==> src/rtl/serial_pin_link_pkg.sv <==
package serial_pin_link_pkg;

  // Control register field placement
  localparam int CTRL_W  = 32;
  localparam int DIV_LSB = 16;
  localparam int GRP_LSB = 6;
  localparam int EN_BIT  = 0;

  typedef enum logic [1:0] {
    ST_IDLE  = 2'd0,
    ST_SHIFT = 2'd1,
    ST_LOAD  = 2'd2
  } scanStateT;

  // One-cycle strobes from the sequencer to the datapath
  typedef struct packed {
    logic snap;     // take output snapshot, clear capture buffer
    logic shift;    // advance output shifter on a falling edge
    logic capture;  // sample return line on a rising edge
    logic commit;   // move capture buffer into input register
  } strobeT;

endpackage

==> src/rtl/serial_pin_link_ctrl.sv <==
module serial_pin_link_ctrl
  import serial_pin_link_pkg::*;
#(
  parameter int MAX_PINS = 80,
  parameter int DIV_W    = 16,
  parameter int GRP_W    = 4,
  parameter int IDX_W    = 7
) (
  input  logic              clk,
  input  logic              rstN,
  input  logic              ctrlWe,
  input  logic [CTRL_W-1:0] ctrlWdata,
  output logic              sClk,
  output logic              sLoad,
  output strobeT            strb,
  output logic [IDX_W-1:0]  bitIdx
);

  localparam int MAX_GRP = MAX_PINS / 8;

  // Programmed control value (applied at scan boundaries)
  logic [DIV_W-1:0] cfgDiv;
  logic [GRP_W-1:0] cfgGrp;
  logic             cfgEn;

  // Settings of the scan in progress
  logic [DIV_W-1:0] actDiv;
  logic [IDX_W-1:0] actBits;

  scanStateT        state;
  logic [DIV_W-1:0] halfCnt;
  logic             phase;   // 0: low half, 1: high half

  logic [IDX_W-1:0] cfgBits;
  logic             startOk;
  logic             tick;
  logic             lastBit;
  logic             unusedCtrlBits;

  assign unusedCtrlBits = ^{ctrlWdata[DIV_LSB-1:GRP_LSB+GRP_W],
                            ctrlWdata[GRP_LSB-1:EN_BIT+1]};

  always_comb begin
    if (cfgGrp > GRP_W'(MAX_GRP)) cfgBits = IDX_W'(MAX_PINS);
    else                          cfgBits = IDX_W'(cfgGrp) << 3;
  end

  assign startOk = cfgEn && (cfgGrp != '0);
  assign tick    = (halfCnt == actDiv);
  assign lastBit = (bitIdx == actBits - IDX_W'(1));

  always_comb begin
    strb.snap    = ((state == ST_IDLE) && startOk) ||
                   ((state == ST_LOAD) && tick && phase && startOk);
    strb.capture = (state == ST_SHIFT) && tick && !phase;
    strb.shift   = (state == ST_SHIFT) && tick && phase && !lastBit;
    strb.commit  = (state == ST_LOAD) && tick && phase;
  end

  always_ff @(posedge clk) begin
    if (!rstN) begin
      cfgDiv <= '0;
      cfgGrp <= '0;
      cfgEn  <= 1'b0;
    end else if (ctrlWe) begin
      cfgDiv <= ctrlWdata[DIV_LSB +: DIV_W];
      cfgGrp <= ctrlWdata[GRP_LSB +: GRP_W];
      cfgEn  <= ctrlWdata[EN_BIT];
    end
  end

  always_ff @(posedge clk) begin
    if (!rstN) begin
      state   <= ST_IDLE;
      sClk    <= 1'b1;
      sLoad   <= 1'b0;
      halfCnt <= '0;
      phase   <= 1'b0;
      bitIdx  <= '0;
      actDiv  <= '0;
      actBits <= '0;
    end else begin
      case (state)
        ST_IDLE: begin
          if (startOk) begin
            state   <= ST_SHIFT;
            sClk    <= 1'b0;
            halfCnt <= '0;
            phase   <= 1'b0;
            bitIdx  <= '0;
            actDiv  <= cfgDiv;
            actBits <= cfgBits;
          end
        end
        ST_SHIFT: begin
          if (tick) begin
            halfCnt <= '0;
            if (!phase) begin
              sClk  <= 1'b1;
              phase <= 1'b1;
            end else if (lastBit) begin
              state <= ST_LOAD;
              sLoad <= 1'b1;
              phase <= 1'b0;
            end else begin
              sClk   <= 1'b0;
              phase  <= 1'b0;
              bitIdx <= bitIdx + IDX_W'(1);
            end
          end else begin
            halfCnt <= halfCnt + DIV_W'(1);
          end
        end
        ST_LOAD: begin
          if (tick) begin
            halfCnt <= '0;
            if (!phase) begin
              phase <= 1'b1;
            end else begin
              sLoad <= 1'b0;
              phase <= 1'b0;
              if (startOk) begin
                state   <= ST_SHIFT;
                sClk    <= 1'b0;
                bitIdx  <= '0;
                actDiv  <= cfgDiv;
                actBits <= cfgBits;
              end else begin
                state <= ST_IDLE;
              end
            end
          end else begin
            halfCnt <= halfCnt + DIV_W'(1);
          end
        end
        default: state <= ST_IDLE;
      endcase
    end
  end

  // the half-period counter never passes the active divider
  a_r2_half_bound: assert property (@(posedge clk) disable iff (!rstN)
    (state != ST_IDLE) |-> (halfCnt <= actDiv));

  // the pulse index stays inside the active pin count
  a_r3_idx_range: assert property (@(posedge clk) disable iff (!rstN)
    (state == ST_SHIFT) |-> (bitIdx < actBits));

  // with the run bit clear, an idle engine stays idle with the clock high
  a_r4_no_start: assert property (@(posedge clk) disable iff (!rstN)
    ((state == ST_IDLE) && !cfgEn) |=> (sClk && !sLoad));

  // the clock is held high while the load strobe is asserted
  a_r7_load_clk_high: assert property (@(posedge clk) disable iff (!rstN)
    sLoad |-> sClk);

  // the settings of a running scan do not change
  a_r8_hold_settings: assert property (@(posedge clk) disable iff (!rstN)
    ((state == ST_SHIFT) && ($past(state) == ST_SHIFT)) |->
      ($stable(actDiv) && $stable(actBits)));

endmodule

==> src/rtl/serial_pin_link_dp.sv <==
module serial_pin_link_dp
  import serial_pin_link_pkg::*;
#(
  parameter int MAX_PINS  = 80,
  parameter int BANK_W    = 32,
  parameter int NUM_BANKS = 3,
  parameter int BSEL_W    = 2,
  parameter int IDX_W     = 7
) (
  input  logic                clk,
  input  logic                rstN,
  input  logic                outWe,
  input  logic [BSEL_W-1:0]   outBank,
  input  logic [BANK_W-1:0]   outWdata,
  input  strobeT              strb,
  input  logic [IDX_W-1:0]    bitIdx,
  input  logic                sDin,
  output logic                sDout,
  output logic [MAX_PINS-1:0] inVal
);

  logic [MAX_PINS-1:0] outReg;
  logic [MAX_PINS-1:0] shiftReg;
  logic [MAX_PINS-1:0] capReg;
  logic                unusedDataBits;

  // Upper bits of the last, narrower bank have no storage
  assign unusedDataBits = ^outWdata;

  for (genvar b = 0; b < NUM_BANKS; b++) begin : g_bank
    localparam int LO = b * BANK_W;
    localparam int W  = ((MAX_PINS - LO) < BANK_W) ? (MAX_PINS - LO) : BANK_W;
    always_ff @(posedge clk) begin
      if (!rstN) begin
        outReg[LO +: W] <= '0;
      end else if (outWe && (outBank == BSEL_W'(b))) begin
        outReg[LO +: W] <= outWdata[W-1:0];
      end
    end
  end

  always_ff @(posedge clk) begin
    if (!rstN) begin
      shiftReg <= '0;
    end else if (strb.snap) begin
      shiftReg <= outReg;
    end else if (strb.shift) begin
      shiftReg <= shiftReg >> 1;
    end
  end

  assign sDout = shiftReg[0];

  always_ff @(posedge clk) begin
    if (!rstN) begin
      capReg <= '0;
    end else if (strb.snap) begin
      capReg <= '0;
    end else if (strb.capture) begin
      capReg[bitIdx] <= sDin;
    end
  end

  always_ff @(posedge clk) begin
    if (!rstN) begin
      inVal <= '0;
    end else if (strb.commit) begin
      inVal <= capReg;
    end
  end

  // the input register moves only after a commit strobe
  a_r6_commit_only: assert property (@(posedge clk) disable iff (!rstN)
    !$stable(inVal) |-> $past(strb.commit));

  // the output shifter moves only on a snapshot or a shift strobe
  a_r9_snapshot_hold: assert property (@(posedge clk) disable iff (!rstN)
    !$stable(shiftReg) |-> ($past(strb.snap) || $past(strb.shift)));

  // strobes that change the same storage never coincide
  a_r6_strobe_excl: assert property (@(posedge clk) disable iff (!rstN)
    !(strb.capture && (strb.snap || strb.commit || strb.shift)));

endmodule

==> src/rtl/serial_pin_link.sv <==
module serial_pin_link
  import serial_pin_link_pkg::*;
#(
  parameter int MAX_PINS = 80,
  parameter int DIV_W    = 16,
  parameter int GRP_W    = 4,
  parameter int BANK_W   = 32
) (
  input  logic                clk,
  input  logic                rstN,
  input  logic                ctrlWe,
  input  logic [31:0]         ctrlWdata,
  input  logic                outWe,
  input  logic [1:0]          outBank,
  input  logic [31:0]         outWdata,
  input  logic                sDin,
  output logic                sClk,
  output logic                sLoad,
  output logic                sDout,
  output logic [MAX_PINS-1:0] inVal
);

  localparam int NUM_BANKS = (MAX_PINS + BANK_W - 1) / BANK_W;
  localparam int BSEL_W    = (NUM_BANKS > 1) ? $clog2(NUM_BANKS) : 1;
  localparam int IDX_W     = $clog2(MAX_PINS + 1);

  strobeT           strb;
  logic [IDX_W-1:0] bitIdx;

  serial_pin_link_ctrl #(
    .MAX_PINS (MAX_PINS),
    .DIV_W    (DIV_W),
    .GRP_W    (GRP_W),
    .IDX_W    (IDX_W)
  ) u_ctrl (
    .clk       (clk),
    .rstN      (rstN),
    .ctrlWe    (ctrlWe),
    .ctrlWdata (ctrlWdata),
    .sClk      (sClk),
    .sLoad     (sLoad),
    .strb      (strb),
    .bitIdx    (bitIdx)
  );

  serial_pin_link_dp #(
    .MAX_PINS  (MAX_PINS),
    .BANK_W    (BANK_W),
    .NUM_BANKS (NUM_BANKS),
    .BSEL_W    (BSEL_W),
    .IDX_W     (IDX_W)
  ) u_dp (
    .clk      (clk),
    .rstN     (rstN),
    .outWe    (outWe),
    .outBank  (outBank[BSEL_W-1:0]),
    .outWdata (outWdata[BANK_W-1:0]),
    .strb     (strb),
    .bitIdx   (bitIdx),
    .sDin     (sDin),
    .sDout    (sDout),
    .inVal    (inVal)
  );

  // serial data changes only together with a falling serial clock
  a_r5_dout_on_fall: assert property (@(posedge clk) disable iff (!rstN)
    !$stable(sDout) |-> $fell(sClk));

endmodule

==> config.mk <==
export PLATFORM = sky130hd
export DESIGN_NAME = serial_pin_link
export DESIGN_NICKNAME = d
export VERILOG_FILES = /design/src/rtl/serial_pin_link_pkg.sv /design/src/rtl/serial_pin_link_ctrl.sv /design/src/rtl/serial_pin_link_dp.sv /design/src/rtl/serial_pin_link.sv
export SDC_FILE = /design/constraint.sdc
export NUM_CORES = 1
export LEC_CHECK = 0
export BUFFER_PORTS_ARGS = -buffer_cell sky130_fd_sc_hd__buf_4
export CAP_MARGIN = 5
export CORE_UTILIZATION = 40
export DETAILED_ROUTE_END_ITERATION = 6
export PLACE_DENSITY_LB_ADDON = 0.15
export SYNTH_ARGS = -nofsm -noshare
export SYNTH_HDL_FRONTEND = slang
export SYNTH_SLANG_ARGS = --single-unit
==> constraint.sdc <==
create_clock -name clk -period 2.9 [get_ports clk]
set_input_delay 0.29 -clock clk [delete_from_list [all_inputs] [get_ports clk]]
set_output_delay 0.29 -clock clk [all_outputs]
set_load 0.005 [all_outputs]
==> results.cfg <==
[pwr]
p_sw_mw = 3.00
p_total_mw = 12.4
power.density_nw_per_um2 = 656
power_frac_clock_pct = 45.6
ir_drop_mv = 0.365
power_frac_comb_pct = 9.2
p_seq_share_pct = 45.2
intPower_mw = 9.43
p_sw_share_pct = 24.1
p_leak_nw = 7.59

[clock_tree]
cts_sinks = 389
cts_buffers = 43
worstSkewPairLatency_ns = 0.56
cts_root_buf = clkbuf_16
cts_tree = yes
cts_buffer_depth = 3
htreeDepth = 2
path_clk_slew_ns = 0.06

[route]
vias = 13100
ant_nets = 0
avgViaCountPerCell = 5.22
wl_per_cell_um = 16.0
drtPass1Iterations = 6
wirelength_um = 39900
drc = 0
drt_iter0_drc = 902

[floorplanning]
die_h_um = 198
dieArea_um2 = 39300
placement_rows = 71
io_pins = 154
dieWidth_um = 198
coreArea_um2 = 37800
start_util_pct = 40.8

[logic_synthesis]
yosys-top-cells-area = dfxtp_1, a21oi_1, nand2_1
synthFlopType = dfxtp_1
synth-seq-cells = 389
yosysTopAreaCell = dfxtp_1
ys_seq_area_share_pct = 50.5
synth_cells = 1813
syn_nets = 1891
synth_top_area_share_pct = 50.5
yosysWarnings = 0
async_flop_share_pct = 0
ys_types = 54
synth_edf_count = 0
syn_area_um2 = 15400
syn_avg_cell_area_um2 = 8.50

[placed_design]
placed_cells = 2373
place_congestion = 0.786
dp_hpwl_um = 24200
portBuffers = 142
dp_slack_ns = 0.389

[sta]
fin_ws_ns = 0.398
rsz0062_at_grt = no
min_period_ns = 2.50
maxSlewHeadroom_pct = 31.1
period_share_pct = 86.3
setup_viol = 0
worst_clock_skew_ns = 0.0204
slew_violations = 0
setup_tns_ns = 0
tightest_slew_ns = 1.03
fmax_mhz = 400
finalHoldViolCount = 0

[worst_setup_path]
critical_path.max_stage_delay_ns = 0.67
worstSetupPathType = reg2reg
r2r-start = u_ctrl.halfCnt[7]
crit_end = u_dp.capReg[71]
crit_path_start_kind = flip-flop
crit_chain = xor2_1, nor4_1, nand4_1, buf_4, or3_1, o21ai_0, a21oi_1
worstPathArrival_ns = 2.94
ff2ff_setup_slack_ns = 0.40
timing.rr.end = u_dp.capReg[71]
reg2regPathDepth = 7
worst-path-max-fanout = 11
crit_path_start = u_ctrl.halfCnt[7]
critical-path-slowest-cell = or3_1
cp.required_ns = 3.33
cp-end-kind = flip-flop

[outcome]
status = completed

[grt]
antenna_found_initial = 0
grt_pass1_wl_um = 63800
grt_use_total_pct = 20.2
grt_max_degree = 136
overflow = 0
first_global_vias = 12100

[cells_and_area]
finalNonFillerCells = 2501
final_layout_size_suffix_gt1_share_pct = 13.7
final_net_count = 2038
finalCoreUtilization_pct = 50.2
area_growth_pct = 23.0
n_antenna_cell = 0

[min_path]
min_path_type = in2reg
hold_start = rstN

[flow_run]
cap_violations = 0
worst max-delay path, delay by kind of cell (launching register included):
family                    cells  cell delay [ns]
and+or+nand+nor               3             1.26
AOI/OAI and AO/OA             2             0.36
DFF                           1             0.35
buffers and inverters         1             0.24
xor gates and xnor gates      1             0.15
stage by stage:
stage | hold slack (ns) | area (um^2)
2_1_floorplan | 0.426 | 15400
3_3_place_gp | 0.434 | 17000
3_5_place_dp | 0.443 | 17000
4_1_cts | 0.0943 | 19000
5_1_grt | 0.119 | 19000
6_report | 0.119 | 19000
kinds of logic (layout without fill, tap and decap cells):
kind of cell | after synthesis | after routing | synth area share (%)
buffers and inverters | 149 | 326 | 4.24
flip-flops | 389 | 389 | 50.5
AO/OA/AOI/OAI | 513 | 513 | 17.3
XOR/XNOR | 36 | 36 | 2.05
adder cells (fa/ha/maj) | 7 | 7 | 0.568
AND/OR/NAND/NOR | 593 | 593 | 17.1
multiplexers | 126 | 126 | 8.20
layout by cell type (no fill, tap or decap), types with 9 or more instances in the layout:
| cell type | count |
|---|---|
| a21oi_1 | 324 |
| buf_4 | 178 |
| clkbuf_1 | 9 |
| clkbuf_16 | 44 |
| dfxtp_1 | 389 |
| dlygate4sd3_1 | 53 |
| inv_1 | 12 |
| mux2i_1 | 124 |
| nand2_1 | 348 |
| nand2b_1 | 9 |
| nand3_1 | 94 |
| nand4_1 | 14 |
| nor2_1 | 71 |
| o21ai_0 | 159 |
| xor2_1 | 30 |
worst min path at each step:
stage / to / depth (start not counted)
floorplan: u_dp.outReg[0] / 2
global placement: u_dp.inVal[60] / 2
detailed placement: u_dp.inVal[8] / 2
CTS: u_ctrl.actDiv[11] / 3
global route: u_ctrl.actDiv[14] / 3
finish: u_ctrl.actDiv[9] / 3
registers in the layout, summed over array words and instances, names as in the netlist:
signal	cells
u_ctrl.actDiv	16
u_dp.shiftReg	80
u_ctrl.actBits	4
u_ctrl.sLoad	1
u_ctrl.state	2
u_ctrl.phase	1
u_ctrl.cfgGrp	4
u_ctrl.halfCnt	16
u_ctrl.bitIdx	7
u_ctrl.sClk	1
u_dp.inVal	80
u_dp.capReg	80
u_ctrl.cfgEn	1
u_dp.outReg	80
u_ctrl.cfgDiv	16
repair_timing:
| action | 4_1_cts | 5_1_grt |
|---|---|---|
| resized for setup | 0 | 0 |
| buffers inserted | 0 | 0 |
| hold buffers | 53 | 0 |
| hold endpoints to repair | 95 | 0 |
power by group through the flow:
stage,sequential (mW),clock [mW],combinational [mW]
floorplan,5.70,0,0.799
global placement,5.73,0,1.07
detailed placement,5.74,0,1.09
CTS,5.62,5.81,1.15
global route,5.64,6.03,1.26
finish,5.62,5.66,1.15
cell type report:
cell class,instances,area (um^2)
fillers,3663,18800
clock inverters,16,254
clock buffers,59,1220
well taps,511,639
multi-input cells,1275,7000
repair buffers,238,2010
inverters,13,53.8
flip-flops and latches,389,7790
synth_stat cells, types with 2 or more instances:
library cell	count
and2_1	3
nand2b_1	9
mux2_2	2
or3_1	2
nor4_1	8
nand2_1	349
buf_4	14
nor2b_1	8
nand3_1	95
or4_1	2
clkbuf_2	2
ha_1	7
o21ai_0	159
and4_1	4
buf_1	3
nor4_4	5
inv_1	13
mux2i_1	124
o31ai_1	3
o21ai_1	5
nor3_2	2
xor2_1	30
nor3_1	7
dfxtp_1	389
nor2_1	72
clkbuf_1	96
and3_1	7
o211ai_1	4
buf_6	2
a21oi_1	324
buf_2	19
a31oi_1	3
xnor2_1	6
nand4_1	14
a211oi_1	2
metal layers:
layer / wire length [um] / GRT usage (%) / vias to the layer above
met1: 19300 / 28.6 / 6197
li1: - / - / 6542
met2: 17800 / 31.1 / 270
met4: 858 / 6.83 / 0
met3: 1950 / 3.13 / 53
met5: 0 / 0 / -
No activity file was read; power rests on OpenSTA's default activity.
